[config.mk]
export PLATFORM = sky130hd
export DESIGN_NAME = age_regbuf
export DESIGN_NICKNAME = d
export VERILOG_FILES = /design/src/rtl/age_regbuf_pkg.sv /design/src/rtl/age_regbuf_locmap.sv /design/src/rtl/age_regbuf_store.sv /design/src/rtl/age_regbuf_opmux.sv /design/src/rtl/age_regbuf.sv
export SDC_FILE = /design/constraint.sdc
export NUM_CORES = 1
export LEC_CHECK = 0
export ABC_AREA = 0
export BUFFER_PORTS_ARGS = -buffer_cell sky130_fd_sc_hd__buf_2
export CORE_ASPECT_RATIO = 0.9
export CORE_MARGIN = 2
export CORE_UTILIZATION = 30
export CTS_BUF_LIST = sky130_fd_sc_hd__clkbuf_8 sky130_fd_sc_hd__clkbuf_16
export CTS_CLUSTER_SIZE = 16
export DETAILED_ROUTE_END_ITERATION = 6
export PLACE_DENSITY = 0.58
export SYNTH_ARGS = -nofsm -noshare
export SYNTH_HDL_FRONTEND = slang
export SYNTH_SLANG_ARGS = --single-unit
[constraint.sdc]
create_clock -name clk -period 7 [get_ports clk]
set_input_delay 1.05 -clock clk [delete_from_list [all_inputs] [get_ports clk]]
set_output_delay 1.05 -clock clk [all_outputs]
set_load 0.1 [all_outputs]
[src/rtl/age_regbuf_pkg.sv]
package age_regbuf_pkg;

   // what the store does with the write port in a given cycle
   typedef enum logic [1:0] {
      WR_NONE  = 2'd0,
      WR_HIT   = 2'd1,
      WR_FILL  = 2'd2,
      WR_EVICT = 2'd3
   } wr_act_e;

endpackage

[src/rtl/age_regbuf_locmap.sv]
module age_regbuf_locmap #(
   parameter int NREG = 32,
   parameter int RW   = 5
) (
   input  logic          clk,
   input  logic          clr,
   input  logic          set_en,
   input  logic [RW-1:0] set_idx,
   input  logic          drop_en,
   input  logic [RW-1:0] drop_idx,
   input  logic [RW-1:0] q_a_idx,
   input  logic [RW-1:0] q_b_idx,
   input  logic [RW-1:0] q_w_idx,
   output logic          loc_a,
   output logic          loc_b,
   output logic          loc_w
);
   logic [NREG-1:0] map_q;

   always_ff @(posedge clk) begin
      if (clr) begin
         map_q <= '0;
      end else begin
         if (drop_en) map_q[drop_idx] <= 1'b0;
         if (set_en)  map_q[set_idx]  <= 1'b1;
      end
   end

   assign loc_a = map_q[q_a_idx];
   assign loc_b = map_q[q_b_idx];
   assign loc_w = map_q[q_w_idx];

   // clear empties the map
   assert_clear_map_R1: assert property (@(posedge clk) clr |=> (map_q == '0));
   // an accepted write marks its register as held in the store
   assert_write_marks_R2: assert property (@(posedge clk) disable iff (clr)
      set_en |=> map_q[$past(set_idx)]);
   // an eviction hands the register back to the register file
   assert_evict_unmarks_R6: assert property (@(posedge clk) disable iff (clr)
      (drop_en && (drop_idx != set_idx)) |=> !map_q[$past(drop_idx)]);
endmodule

[src/rtl/age_regbuf_store.sv]
module age_regbuf_store
   import age_regbuf_pkg::*;
#(
   parameter int DW   = 32,
   parameter int RW   = 5,
   parameter int NENT = 8
) (
   input  logic          clk,
   input  logic          clr,
   input  logic          wr_go,
   input  logic [RW-1:0] wr_idx,
   input  logic [DW-1:0] wr_data,
   input  logic [RW-1:0] rd_a_idx,
   input  logic [RW-1:0] rd_b_idx,
   output logic [DW-1:0] rd_a_data,
   output logic [DW-1:0] rd_b_data,
   output logic          hit_a,
   output logic          hit_b,
   output logic          ev_valid,
   output logic [RW-1:0] ev_idx,
   output logic [DW-1:0] ev_data
);
   localparam int AW = $clog2(NENT);
   localparam logic [AW-1:0] TAIL_RANK = AW'(NENT - 1);

   logic [NENT-1:0] vld;
   logic [RW-1:0]   tag  [NENT];
   logic [DW-1:0]   dat  [NENT];
   logic [AW-1:0]   rank [NENT];   // 0 = most recently written

   logic [NENT-1:0] hw, ha, hb, at_tail;
   logic [AW-1:0]   hit_sel, free_sel, vic_sel, tgt;
   logic [AW:0]     thr;
   wr_act_e         act;

   generate
      for (genvar e = 0; e < NENT; e++) begin : g_cam
         assign hw[e]      = vld[e] && (tag[e] == wr_idx);
         assign ha[e]      = vld[e] && (tag[e] == rd_a_idx);
         assign hb[e]      = vld[e] && (tag[e] == rd_b_idx);
         assign at_tail[e] = vld[e] && (rank[e] == TAIL_RANK);
      end
   endgenerate

   assign hit_a = |ha;
   assign hit_b = |hb;

   always_comb begin
      rd_a_data = '0;
      rd_b_data = '0;
      for (int e = 0; e < NENT; e++) begin
         if (ha[e]) rd_a_data = rd_a_data | dat[e];
         if (hb[e]) rd_b_data = rd_b_data | dat[e];
      end
   end

   always_comb begin
      hit_sel  = '0;
      free_sel = '0;
      vic_sel  = '0;
      for (int e = NENT - 1; e >= 0; e--) begin
         if (hw[e])      hit_sel  = AW'(e);
         if (!vld[e])    free_sel = AW'(e);
         if (at_tail[e]) vic_sel  = AW'(e);
      end
   end

   always_comb begin
      if (!wr_go)       act = WR_NONE;
      else if (|hw)     act = WR_HIT;
      else if (!(&vld)) act = WR_FILL;
      else              act = WR_EVICT;
   end

   // thr: entries younger than this rank age by one step
   always_comb begin
      case (act)
         WR_HIT:   begin tgt = hit_sel;  thr = {1'b0, rank[hit_sel]}; end
         WR_FILL:  begin tgt = free_sel; thr = (AW+1)'(NENT);       end
         WR_EVICT: begin tgt = vic_sel;  thr = (AW+1)'(NENT - 1);   end
         default:  begin tgt = '0;       thr = '0;                  end
      endcase
   end

   assign ev_valid = (act == WR_EVICT);
   assign ev_idx   = ev_valid ? tag[vic_sel] : '0;
   assign ev_data  = ev_valid ? dat[vic_sel] : '0;

   always_ff @(posedge clk) begin
      if (clr) begin
         vld <= '0;
      end else if (act != WR_NONE) begin
         for (int e = 0; e < NENT; e++) begin
            if (AW'(e) == tgt) begin
               vld[e]  <= 1'b1;
               tag[e]  <= wr_idx;
               dat[e]  <= wr_data;
               rank[e] <= '0;
            end else if (vld[e] && ({1'b0, rank[e]} < thr)) begin
               rank[e] <= rank[e] + 1'b1;
            end
         end
      end
   end

   // a register never occupies two entries
   assert_single_copy_R5: assert property (@(posedge clk) disable iff (clr)
      ($countones(hw) <= 1) && ($countones(ha) <= 1) && ($countones(hb) <= 1));
   // when full there is exactly one oldest entry
   assert_one_victim_R6: assert property (@(posedge clk) disable iff (clr)
      (&vld) |-> $onehot0(at_tail) && (at_tail != '0));
   // the eviction channel is quiet when idle
   assert_quiet_channel_R10: assert property (@(posedge clk) disable iff (clr)
      !ev_valid |-> (ev_idx == '0) && (ev_data == '0));
endmodule

[src/rtl/age_regbuf_opmux.sv]
module age_regbuf_opmux #(
   parameter int DW = 32,
   parameter int RW = 5
) (
   input  logic [RW-1:0] idx,
   input  logic          in_buf,
   input  logic [DW-1:0] buf_data,
   input  logic [DW-1:0] rf_data,
   input  logic          byp_en,
   input  logic [RW-1:0] byp_idx,
   input  logic [DW-1:0] byp_data,
   output logic [DW-1:0] opnd
);
   always_comb begin
      if (idx == '0)                      opnd = '0;
      else if (byp_en && byp_idx == idx)  opnd = byp_data;
      else if (in_buf)                    opnd = buf_data;
      else                                opnd = rf_data;
   end
endmodule

[src/rtl/age_regbuf.sv]
module age_regbuf #(
   parameter int DW   = 32,
   parameter int NREG = 32,
   parameter int NENT = 8
) (
   input  logic                     clk,
   input  logic                     clr,
   input  logic                     wr_en,
   input  logic [$clog2(NREG)-1:0]  wr_idx,
   input  logic [DW-1:0]            wr_data,
   input  logic [$clog2(NREG)-1:0]  rd_a_idx,
   input  logic [$clog2(NREG)-1:0]  rd_b_idx,
   input  logic [DW-1:0]            rf_a_data,
   input  logic [DW-1:0]            rf_b_data,
   output logic [DW-1:0]            opnd_a,
   output logic [DW-1:0]            opnd_b,
   output logic                     loc_a,
   output logic                     loc_b,
   output logic                     loc_w,
   output logic                     ev_valid,
   output logic [$clog2(NREG)-1:0]  ev_idx,
   output logic [DW-1:0]            ev_data
);
   localparam int RW = $clog2(NREG);
   localparam int NRD = 2;

   generate
      if (NENT < 2)          begin : g_chk_depth $error("NENT must be at least 2"); end
      if (NENT >= NREG)      begin : g_chk_fit   $error("NENT must be below NREG"); end
      if (NREG != (1 << RW)) begin : g_chk_pow2  $error("NREG must be a power of two"); end
      if (DW < 1)            begin : g_chk_width $error("DW must be positive"); end
   endgenerate

   logic          wr_go;
   logic          hit_a, hit_b;
   logic [DW-1:0] sto_a, sto_b;

   assign wr_go = wr_en && !clr && (wr_idx != '0);

   age_regbuf_store #(.DW(DW), .RW(RW), .NENT(NENT)) u_store (
      .clk      (clk),
      .clr      (clr),
      .wr_go    (wr_go),
      .wr_idx   (wr_idx),
      .wr_data  (wr_data),
      .rd_a_idx (rd_a_idx),
      .rd_b_idx (rd_b_idx),
      .rd_a_data(sto_a),
      .rd_b_data(sto_b),
      .hit_a    (hit_a),
      .hit_b    (hit_b),
      .ev_valid (ev_valid),
      .ev_idx   (ev_idx),
      .ev_data  (ev_data)
   );

   age_regbuf_locmap #(.NREG(NREG), .RW(RW)) u_map (
      .clk     (clk),
      .clr     (clr),
      .set_en  (wr_go),
      .set_idx (wr_idx),
      .drop_en (ev_valid),
      .drop_idx(ev_idx),
      .q_a_idx (rd_a_idx),
      .q_b_idx (rd_b_idx),
      .q_w_idx (wr_idx),
      .loc_a   (loc_a),
      .loc_b   (loc_b),
      .loc_w   (loc_w)
   );

   logic [RW-1:0] rd_idx [NRD];
   logic          rd_loc [NRD];
   logic [DW-1:0] rd_sto [NRD];
   logic [DW-1:0] rd_rf  [NRD];
   logic [DW-1:0] rd_op  [NRD];

   assign rd_idx[0] = rd_a_idx;  assign rd_idx[1] = rd_b_idx;
   assign rd_loc[0] = loc_a;     assign rd_loc[1] = loc_b;
   assign rd_sto[0] = sto_a;     assign rd_sto[1] = sto_b;
   assign rd_rf[0]  = rf_a_data; assign rd_rf[1]  = rf_b_data;

   generate
      for (genvar p = 0; p < NRD; p++) begin : g_port
         age_regbuf_opmux #(.DW(DW), .RW(RW)) u_mux (
            .idx     (rd_idx[p]),
            .in_buf  (rd_loc[p]),
            .buf_data(rd_sto[p]),
            .rf_data (rd_rf[p]),
            .byp_en  (wr_go),
            .byp_idx (wr_idx),
            .byp_data(wr_data),
            .opnd    (rd_op[p])
         );
      end
   endgenerate

   assign opnd_a = rd_op[0];
   assign opnd_b = rd_op[1];

   // location map and store agree on which registers are held
   assert_map_agrees_a_R4: assert property (@(posedge clk) disable iff (clr) loc_a == hit_a);
   assert_map_agrees_b_R4: assert property (@(posedge clk) disable iff (clr) loc_b == hit_b);
   // register 0 is never held and never evicted
   assert_zero_unheld_R7: assert property (@(posedge clk) disable iff (clr)
      (wr_idx == '0) |-> !loc_w && !ev_valid);
   // nothing leaves the block during a clear
   assert_clear_no_evict_R1: assert property (@(posedge clk) clr |-> !ev_valid);
endmodule

==> results of run 1 <==
==> sequential cells by signal, summed over array words and instances, names as in the netlist <==
| signal | cells |
|---|---|
| u_map.map_q | 32 |
| u_store.tag | 40 |
| u_store.vld | 8 |
| u_store.rank | 24 |
| u_store.dat | 256 |
==> how the worst max path moves through the flow <==
stage | startpoint | to | depth (start not counted)
after floorplan | wr_idx[2] | u_store.rank[0][0]$_SDFFCE_PN0P_ | 10
after global placement | wr_idx[4] | u_store.rank[0][0]$_SDFFCE_PN0P_ | 16
after detailed placement | wr_idx[4] | u_store.rank[0][2]$_SDFFCE_PN0P_ | 16
after CTS | u_store.rank[7][0]$_SDFFCE_PN0P_ | ev_data[12] | 13
after global routing | u_store.rank[7][0]$_SDFFCE_PN0P_ | ev_data[6] | 13
final | u_store.rank[7][0]$_SDFFCE_PN0P_ | ev_data[20] | 13
==> through the flow <==
step	area, um2	setup WS (ps)	utilization [%]	instances
detailed placement	24440	1269	33.41	3181
CTS	25830	1064	35.31	3259
global route	25830	870.4	35.31	3259
global placement	24440	1322	33.41	3181
finish	25830	1052	35.31	3261
floorplan	22210	971.1	-	2132
==> logic make-up after synthesis <==
| kind of cell | Yosys count | share of synthesized area, % |
|---|---|---|
| buffers and inverters | 199 | 3.809 |
| XOR/XNOR | 130 | 5.161 |
| adder cells (fa/ha/maj) | 32 | 1.803 |
| multiplexers | 125 | 7.359 |
| AND/OR/NAND/NOR | 683 | 14.41 |
| flip-flops | 360 | 46.88 |
| AO/OA/AOI/OAI | 603 | 20.58 |
==> worst register-to-register path, stage by stage, from the launching register on <==
cell,delay (ps)
edfxtp_1,470
ha_1,250
ha_1,220
a22oi_1,560
nand2_1,240
a21oi_4,520
buf_12,430
o21ai_0,180
a21oi_1,900
a311oi_1,200
o221ai_1,470
nand2b_1,190
==> layout make-up <==
cell class	count	area (um2)	area share (%)
clock buffer	48	1145	4.432
tap	960	1201	4.650
inverter	13	48.80	0.1889
sequential	360	10410	40.30
timing repair buffer	275	1669	6.461
clock inverter	30	242.7	0.9396
multi-input combinational	1573	11110	43.01
antenna	2	5.005	0.01937
==> power groups by stage <==
stage	registers [mW]	logic, mW	clock network [mW]
finish	2.39	0.555	2.21
detailed placement	2.44	0.551	0
floorplan	2.43	0.399	0
global route	2.39	0.588	2.32
global placement	2.44	0.545	0
CTS	2.39	0.552	2.24
==> layout by cell type, fill, tap and decap left out, types with 32 or more instances in the layout <==
master / instances
dfxtp_1: 40
ha_1: 32
mux2i_1: 87
a31oi_1: 102
and3_1: 48
clkbuf_16: 43
buf_2: 218
xnor2_1: 56
buf_4: 45
edfxtp_1: 320
a21oi_1: 39
nand3_1: 79
a21o_1: 76
a22o_1: 65
a311oi_1: 61
xor2_1: 73
a221oi_1: 64
a22oi_1: 134
nor2_1: 127
nand2_1: 300
==> routing by layer <==
metal / up-vias / share of wire, % / GRT usage (%)
met4: 2 / 4.7 / 11.14
met1: 9914 / 39 / 28.82
met2: 1557 / 44 / 34.38
met3: 319 / 12 / 5.447
met5: - / 0.016 / 0
li1: 8588 / - / -
==> run_summary.xml, run 1 <==
<?xml version="1.0" encoding="UTF-8"?>
<metrics>
  <group name="run">
    <metric name="cap_viol_max_count" unit="">0</metric>
  </group>
  <group name="logic_synthesis">
    <metric name="synth_async_sr_flop_share" unit="%">0</metric>
    <metric name="synth_edf_count" unit="">320</metric>
    <metric name="yosys_warnings" unit="">0</metric>
    <metric name="netlist.top_cell.by_area" unit="">edfxtp_1</metric>
    <metric name="yosysMostFrequentCell" unit="">edfxtp_1</metric>
    <metric name="synth_area" unit="um2">22210</metric>
    <metric name="yosys_register_bits" unit="">360</metric>
    <metric name="biggest_area_contributors_in_the_synthesized_netlist" unit="">edfxtp_1 (43%), nand2_1 (5.1%), a22oi_1 (4.5%)</metric>
    <metric name="synth_cells" unit="">2132</metric>
    <metric name="post_synth.cell_area_avg" unit="um2">10.42</metric>
    <metric name="synth_largest_type_area_fraction" unit="%">43.27</metric>
    <metric name="synthTopCellsByCount" unit="">edfxtp_1 (320), nand2_1 (301), a22oi_1 (134)</metric>
    <metric name="synthFlopType" unit="">edfxtp_1</metric>
    <metric name="netlist-cell-type-count" unit="">72</metric>
    <metric name="syn-num-nets" unit="">2278</metric>
    <metric name="yosysSeqAreaShare" unit="%">46.88</metric>
  </group>
  <group name="critical_path">
    <metric name="cp.required" unit="ps">5950</metric>
    <metric name="worstSetupEndpointType" unit="">primary output</metric>
    <metric name="timing.critical_path.cells" unit="">ha_1, ha_1, a22oi_1, nand2b_1, nand2_1, nand2_4, buf_4, nand2_1, and3_1, a311oi_1, a31oi_1, nor2_1, buf_2</metric>
    <metric name="arrival" unit="ps">4900</metric>
    <metric name="path_buf_inv" unit="">2</metric>
    <metric name="worst_r2r_endpoint" unit="">u_store.rank[4][2]$_SDFFCE_PN0P_</metric>
    <metric name="timing.rr.start" unit="">u_store.rank[0][0]$_SDFFCE_PN0P_</metric>
    <metric name="crit_path_top_delay_cell" unit="">nand2_4</metric>
    <metric name="critical_path_peak_fanout" unit="">65</metric>
    <metric name="timing.setup.critical_path_class" unit="">flip-flop to primary output</metric>
    <metric name="max_stage_delay" unit="ps">690</metric>
    <metric name="critPathTopFamily" unit="">simple AND/OR/NAND/NOR gates</metric>
    <metric name="setup_slack_reg_to_reg" unit="ps">2090</metric>
    <metric name="crit_path_start_kind" unit="">flip-flop</metric>
    <metric name="reg2regPathDepth" unit="">11</metric>
  </group>
  <group name="timing">
    <metric name="timing_worst_slew_pin_value" unit="ps">1347</metric>
    <metric name="setup-tns-final" unit="ps">0</metric>
    <metric name="hold_violations" unit="">0</metric>
    <metric name="fin_skew" unit="ps">29.88</metric>
    <metric name="setup_repair_after_global_routing_missed_its_margin" unit="">false</metric>
    <metric name="finalHoldWorstSlack" unit="ps">548.9</metric>
    <metric name="finalWorstPathRequiredPeriod" unit="ps">5948</metric>
    <metric name="timing.fmax" unit="MHz">168.1</metric>
    <metric name="setup_violations_final" unit="">0</metric>
    <metric name="max_slew_violation_count" unit="">0</metric>
    <metric name="timing.slew.headroom" unit="%">9.689</metric>
    <metric name="timing.final.crit_share" unit="%">84.97</metric>
  </group>
  <group name="floorplanning">
    <metric name="placement_rows" unit="">94</metric>
    <metric name="dieArea" unit="um2">76220</metric>
    <metric name="die-width" unit="um">290.8</metric>
    <metric name="design.core.area" unit="um2">73160</metric>
    <metric name="initial_standard_cell_utilization_of_the_core" unit="%">30.36</metric>
    <metric name="count_of_boundary_i_o_pins" unit="">219</metric>
    <metric name="die_height" unit="um">262.1</metric>
  </group>
  <group name="cells_and_area">
    <metric name="design.final.nets" unit="">2412</metric>
    <metric name="fillers" unit="">7201</metric>
    <metric name="drive_above_1_share" unit="%">18.31</metric>
    <metric name="syn2layout_area_growth" unit="%">16.33</metric>
  </group>
  <group name="grt">
    <metric name="grt_first_pass_wirelength" unit="mm">128.5</metric>
    <metric name="grt_max_degree" unit="">69</metric>
    <metric name="grt_remaining_overflow" unit="">0</metric>
    <metric name="vias_in_the_first_global_route" unit="">19940</metric>
    <metric name="track_usage" unit="%">22.12</metric>
    <metric name="antenna_violations_before_repair" unit="">3</metric>
  </group>
  <group name="clocking">
    <metric name="cts_hold_bufs" unit="">0</metric>
    <metric name="postCtsSetupBuffers" unit="">0</metric>
    <metric name="cts_root_buf" unit="">clkbuf_16</metric>
    <metric name="clk-insertion-delay-late" unit="ps">580</metric>
    <metric name="clock_path_buffers" unit="">3</metric>
    <metric name="post_cts.resized_instances" unit="">0</metric>
    <metric name="cts_tree" unit="">built</metric>
    <metric name="clkSlewWorstSetupHoldPaths" unit="ps">50</metric>
    <metric name="tritoncts_num_sinks" unit="">360</metric>
    <metric name="cts.htree.levels" unit="">2</metric>
    <metric name="numCtsBuffers" unit="">43</metric>
  </group>
  <group name="power">
    <metric name="net-switching-power" unit="mW">1.365</metric>
    <metric name="power-per-cell-area" unit="nW/um2">199.6</metric>
    <metric name="power_report.internal_total" unit="mW">3.791</metric>
    <metric name="total_power" unit="mW">5.157</metric>
    <metric name="power_leakage" unit="nW">9.617</metric>
    <metric name="power.share.clock" unit="%">42.8</metric>
    <metric name="worst_ir_drop_vdd" unit="mV">0.1499</metric>
    <metric name="p_comb_share" unit="%">10.8</metric>
    <metric name="share_seq_of_total_power" unit="%">46.4</metric>
    <metric name="p_sw_share" unit="%">26.48</metric>
  </group>
  <group name="placed_design">
    <metric name="dp_hpwl" unit="mm">53.73</metric>
    <metric name="gp_congestion" unit="">0.9006</metric>
    <metric name="port-buffer-count" unit="">218</metric>
  </group>
  <group name="min_path">
    <metric name="hold_crit_path_type" unit="">flip-flop to flip-flop</metric>
    <metric name="hold_path_depth" unit="">1</metric>
    <metric name="hold_end" unit="">u_map.map_q[0]$_SDFF_PP0_</metric>
    <metric name="worst_hold_startpoint" unit="">u_map.map_q[0]$_SDFF_PP0_</metric>
  </group>
  <group name="run_status">
    <metric name="status" unit="">finished, violations left</metric>
    <metric name="failed_checks" unit="">design-rule violations</metric>
  </group>
  <group name="routing">
    <metric name="drt-initial-drc-count" unit="">2917</metric>
    <metric name="drt_pass1_iterations" unit="">7</metric>
    <metric name="wl_cell" unit="um">26.87</metric>
    <metric name="vias" unit="">20380</metric>
    <metric name="route.detailed.vias_per_inst" unit="">6.250</metric>
    <metric name="route.antenna.remaining_nets" unit="">0</metric>
    <metric name="postRouteWirelength" unit="mm">87.63</metric>
    <metric name="route.detailed.drc" unit="">5</metric>
  </group>
</metrics>
(Power assumes the default switching activity.)
==> inputs of run 2 (changes only) <==
clock period = 6 ns   (was 7 ns; I/O delays follow)
==> run_summary.xml, run 2 (synthesis results as in run 1) <==
<?xml version="1.0" encoding="UTF-8"?>
<metrics>
  <group name="run_status">
    <metric name="status" unit="">complete, no violations</metric>
  </group>
  <group name="timing">
    <metric name="setup_violations_final" unit="">0</metric>
    <metric name="setup-tns-final" unit="ps">0</metric>
    <metric name="setup_repair_after_global_routing_missed_its_margin" unit="">false</metric>
    <metric name="timing.slew.headroom" unit="%">20.21</metric>
    <metric name="timing_worst_slew_pin_value" unit="ps">1194</metric>
    <metric name="fin_skew" unit="ps">38.52</metric>
    <metric name="timing.final.crit_share" unit="%">94.73</metric>
    <metric name="max_slew_violation_count" unit="">0</metric>
    <metric name="timing.fmax" unit="MHz">175.9</metric>
    <metric name="final.setup.worst_slack" unit="ps">316.1</metric>
    <metric name="hold_violations" unit="">0</metric>
    <metric name="finalWorstPathRequiredPeriod" unit="ps">5684</metric>
  </group>
  <group name="critical_path">
    <metric name="arrival" unit="ps">4780</metric>
    <metric name="cp.required" unit="ps">5100</metric>
    <metric name="timing.rr.start" unit="">u_store.rank[7][0]$_SDFFCE_PN0P_</metric>
    <metric name="critical_path_peak_fanout" unit="">109</metric>
    <metric name="setup_slack_reg_to_reg" unit="ps">1060</metric>
    <metric name="worst_r2r_endpoint" unit="">u_store.dat[0][20]$_DFFE_PP_</metric>
    <metric name="crit_path_start_kind" unit="">flip-flop</metric>
    <metric name="timing.setup.critical_path_class" unit="">flip-flop to primary output</metric>
    <metric name="setup.worst_path.start" unit="">u_store.rank[4][0]$_SDFFCE_PN0P_</metric>
    <metric name="reg2regPathDepth" unit="">11</metric>
    <metric name="worstSetupEndpointType" unit="">primary output</metric>
    <metric name="cp-endpoint" unit="">ev_data[3]</metric>
  </group>
  <group name="clocking">
    <metric name="numCtsBuffers" unit="">43</metric>
    <metric name="clock_path_buffers" unit="">3</metric>
    <metric name="cts_tree" unit="">built</metric>
    <metric name="cts_root_buf" unit="">clkbuf_16</metric>
    <metric name="tritoncts_num_sinks" unit="">360</metric>
    <metric name="post_cts.resized_instances" unit="">0</metric>
    <metric name="cts_hold_bufs" unit="">0</metric>
    <metric name="clk-insertion-delay-late" unit="ps">590</metric>
    <metric name="cts.htree.levels" unit="">2</metric>
    <metric name="postCtsSetupBuffers" unit="">0</metric>
    <metric name="clkSlewWorstSetupHoldPaths" unit="ps">60</metric>
  </group>
  <group name="cells_and_area">
    <metric name="fillers" unit="">7164</metric>
    <metric name="drive_above_1_share" unit="%">18.62</metric>
    <metric name="syn2layout_area_growth" unit="%">17.25</metric>
    <metric name="mostFrequentLayoutCells" unit="">edfxtp_1 (320), nand2_1 (300), buf_2 (218)</metric>
    <metric name="design.final.nets" unit="">2421</metric>
    <metric name="mostFrequentLayoutCell" unit="">edfxtp_1</metric>
    <metric name="biggestRegsByFlops" unit="">u_store.dat x256, u_store.tag x40, u_map.map_q x32</metric>
    <metric name="layout.cell_area.non_filler" unit="um2">26040</metric>
    <metric name="max_flop_register" unit="">u_store.dat</metric>
    <metric name="max_ffs_per_register" unit="">256</metric>
  </group>
  <group name="routing">
    <metric name="route.detailed.drc" unit="">0</metric>
    <metric name="wl_cell" unit="um">26.96</metric>
    <metric name="drt_pass1_iterations" unit="">7</metric>
    <metric name="postRouteWirelength" unit="mm">88.15</metric>
    <metric name="route.detailed.vias_per_inst" unit="">6.248</metric>
    <metric name="vias" unit="">20430</metric>
    <metric name="route.antenna.remaining_nets" unit="">0</metric>
    <metric name="drt-initial-drc-count" unit="">3303</metric>
  </group>
  <group name="floorplanning">
    <metric name="count_of_boundary_i_o_pins" unit="">219</metric>
    <metric name="design.core.area" unit="um2">73160</metric>
    <metric name="placement_rows" unit="">94</metric>
    <metric name="dieArea" unit="um2">76220</metric>
    <metric name="initial_standard_cell_utilization_of_the_core" unit="%">30.36</metric>
    <metric name="die_height" unit="um">262.1</metric>
    <metric name="die-width" unit="um">290.8</metric>
  </group>
  <group name="min_path">
    <metric name="hold_crit_path_type" unit="">flip-flop to flip-flop</metric>
    <metric name="worst_hold_startpoint" unit="">u_map.map_q[0]$_SDFF_PP0_</metric>
  </group>
  <group name="grt">
    <metric name="grt_max_degree" unit="">110</metric>
    <metric name="antenna_violations_before_repair" unit="">3</metric>
    <metric name="grt_remaining_overflow" unit="">0</metric>
    <metric name="grt_first_pass_wirelength" unit="mm">127.1</metric>
    <metric name="track_usage" unit="%">22.06</metric>
    <metric name="vias_in_the_first_global_route" unit="">19630</metric>
  </group>
  <group name="power">
    <metric name="power-per-cell-area" unit="nW/um2">231.9</metric>
    <metric name="worst_ir_drop_vdd" unit="mV">0.1691</metric>
    <metric name="power_leakage" unit="nW">9.721</metric>
    <metric name="total_power" unit="mW">6.038</metric>
  </group>
  <group name="run">
    <metric name="cap_viol_max_count" unit="">0</metric>
  </group>
  <group name="placed_design">
    <metric name="port-buffer-count" unit="">218</metric>
    <metric name="dpl-instance-area" unit="um2">24640</metric>
    <metric name="dp_hpwl" unit="mm">54.57</metric>
    <metric name="gp_congestion" unit="">0.9295</metric>
    <metric name="pre_cts_ws" unit="ps">565.2</metric>
  </group>
</metrics>
==> run 2: cell types whose count changed in the layout (fill, tap and decap cells not counted), sizes merged, moves of 2 or more <==
cell | before | now
clkinvlp | 3 | 0
clkbuf | 48 | 45
inv | 24 | 22
clkinv | 13 | 21
buf | 275 | 284
==> run 2: power breakdown <==
| group | switching, mW | internal (mW) |
|---|---|---|
| registers | 0.0331 | 2.76 |
| logic | 0.483 | 0.168 |
| clock network | 1.08 | 1.51 |
==> run 2: critical path, stage by stage (launching register included) <==
cell      delay, ps
edfxtp_1        490
ha_1            240
ha_1            260
a22oi_2         440
nand2b_1        290
a21oi_4         410
buf_12          460
nand2_1          90
and3_1          190
a311oi_1        390
a31oi_1         110
nor2_1          330
buf_2           510
==> run 2: area by class of cell <==
| class | instances | area [um2] | area share, % |
|---|---|---|---|
| repair buffers | 284 | 1874 | 7.199 |
| clock inverters | 34 | 274.0 | 1.052 |
| diodes | 1 | 2.502 | 0.009611 |
| multi-input cells | 1573 | 11110 | 42.67 |
| inverters | 13 | 48.80 | 0.1874 |
| well taps | 960 | 1201 | 4.613 |
| clock buffers | 45 | 1115 | 4.282 |
| flip-flops and latches | 360 | 10410 | 39.98 |
==> run 2: how the worst min path moves through the flow <==
stage / end / slack, ps / cells past startpoint
2_1_floorplan: u_map.map_q[0]$_SDFF_PP0_ / 490 / 1
3_3_place_gp: u_map.map_q[14]$_SDFF_PP0_ / 520 / 2
3_5_place_dp: u_map.map_q[0]$_SDFF_PP0_ / 530 / 1
4_1_cts: u_map.map_q[0]$_SDFF_PP0_ / 530 / 1
5_1_grt: u_map.map_q[0]$_SDFF_PP0_ / 550 / 1
6_report: u_map.map_q[0]$_SDFF_PP0_ / 540 / 1
==> run 2: routing by layer <==
metal / vias to the layer above / share of wire, % / routed length, um / global-route usage [%]
met3: 325 / 11 / 9800 / 4.195
met5: - / 0.0079 / 7 / 0
met1: 9994 / 40 / 35410 / 29.64
met4: 2 / 4.6 / 4066 / 10.98
li1: 8603 / - / - / -
met2: 1506 / 44 / 38870 / 34.20
==> run 2: stage by stage <==
step	utilization [%]	hold slack, ps	std cells
after floorplan	-	489.7	2132
after global placement	33.69	517.0	3190
after detailed placement	33.69	525.7	3190
after CTS	35.59	533.5	3269
after global routing	35.59	548.3	3269
final	35.59	539.8	3270
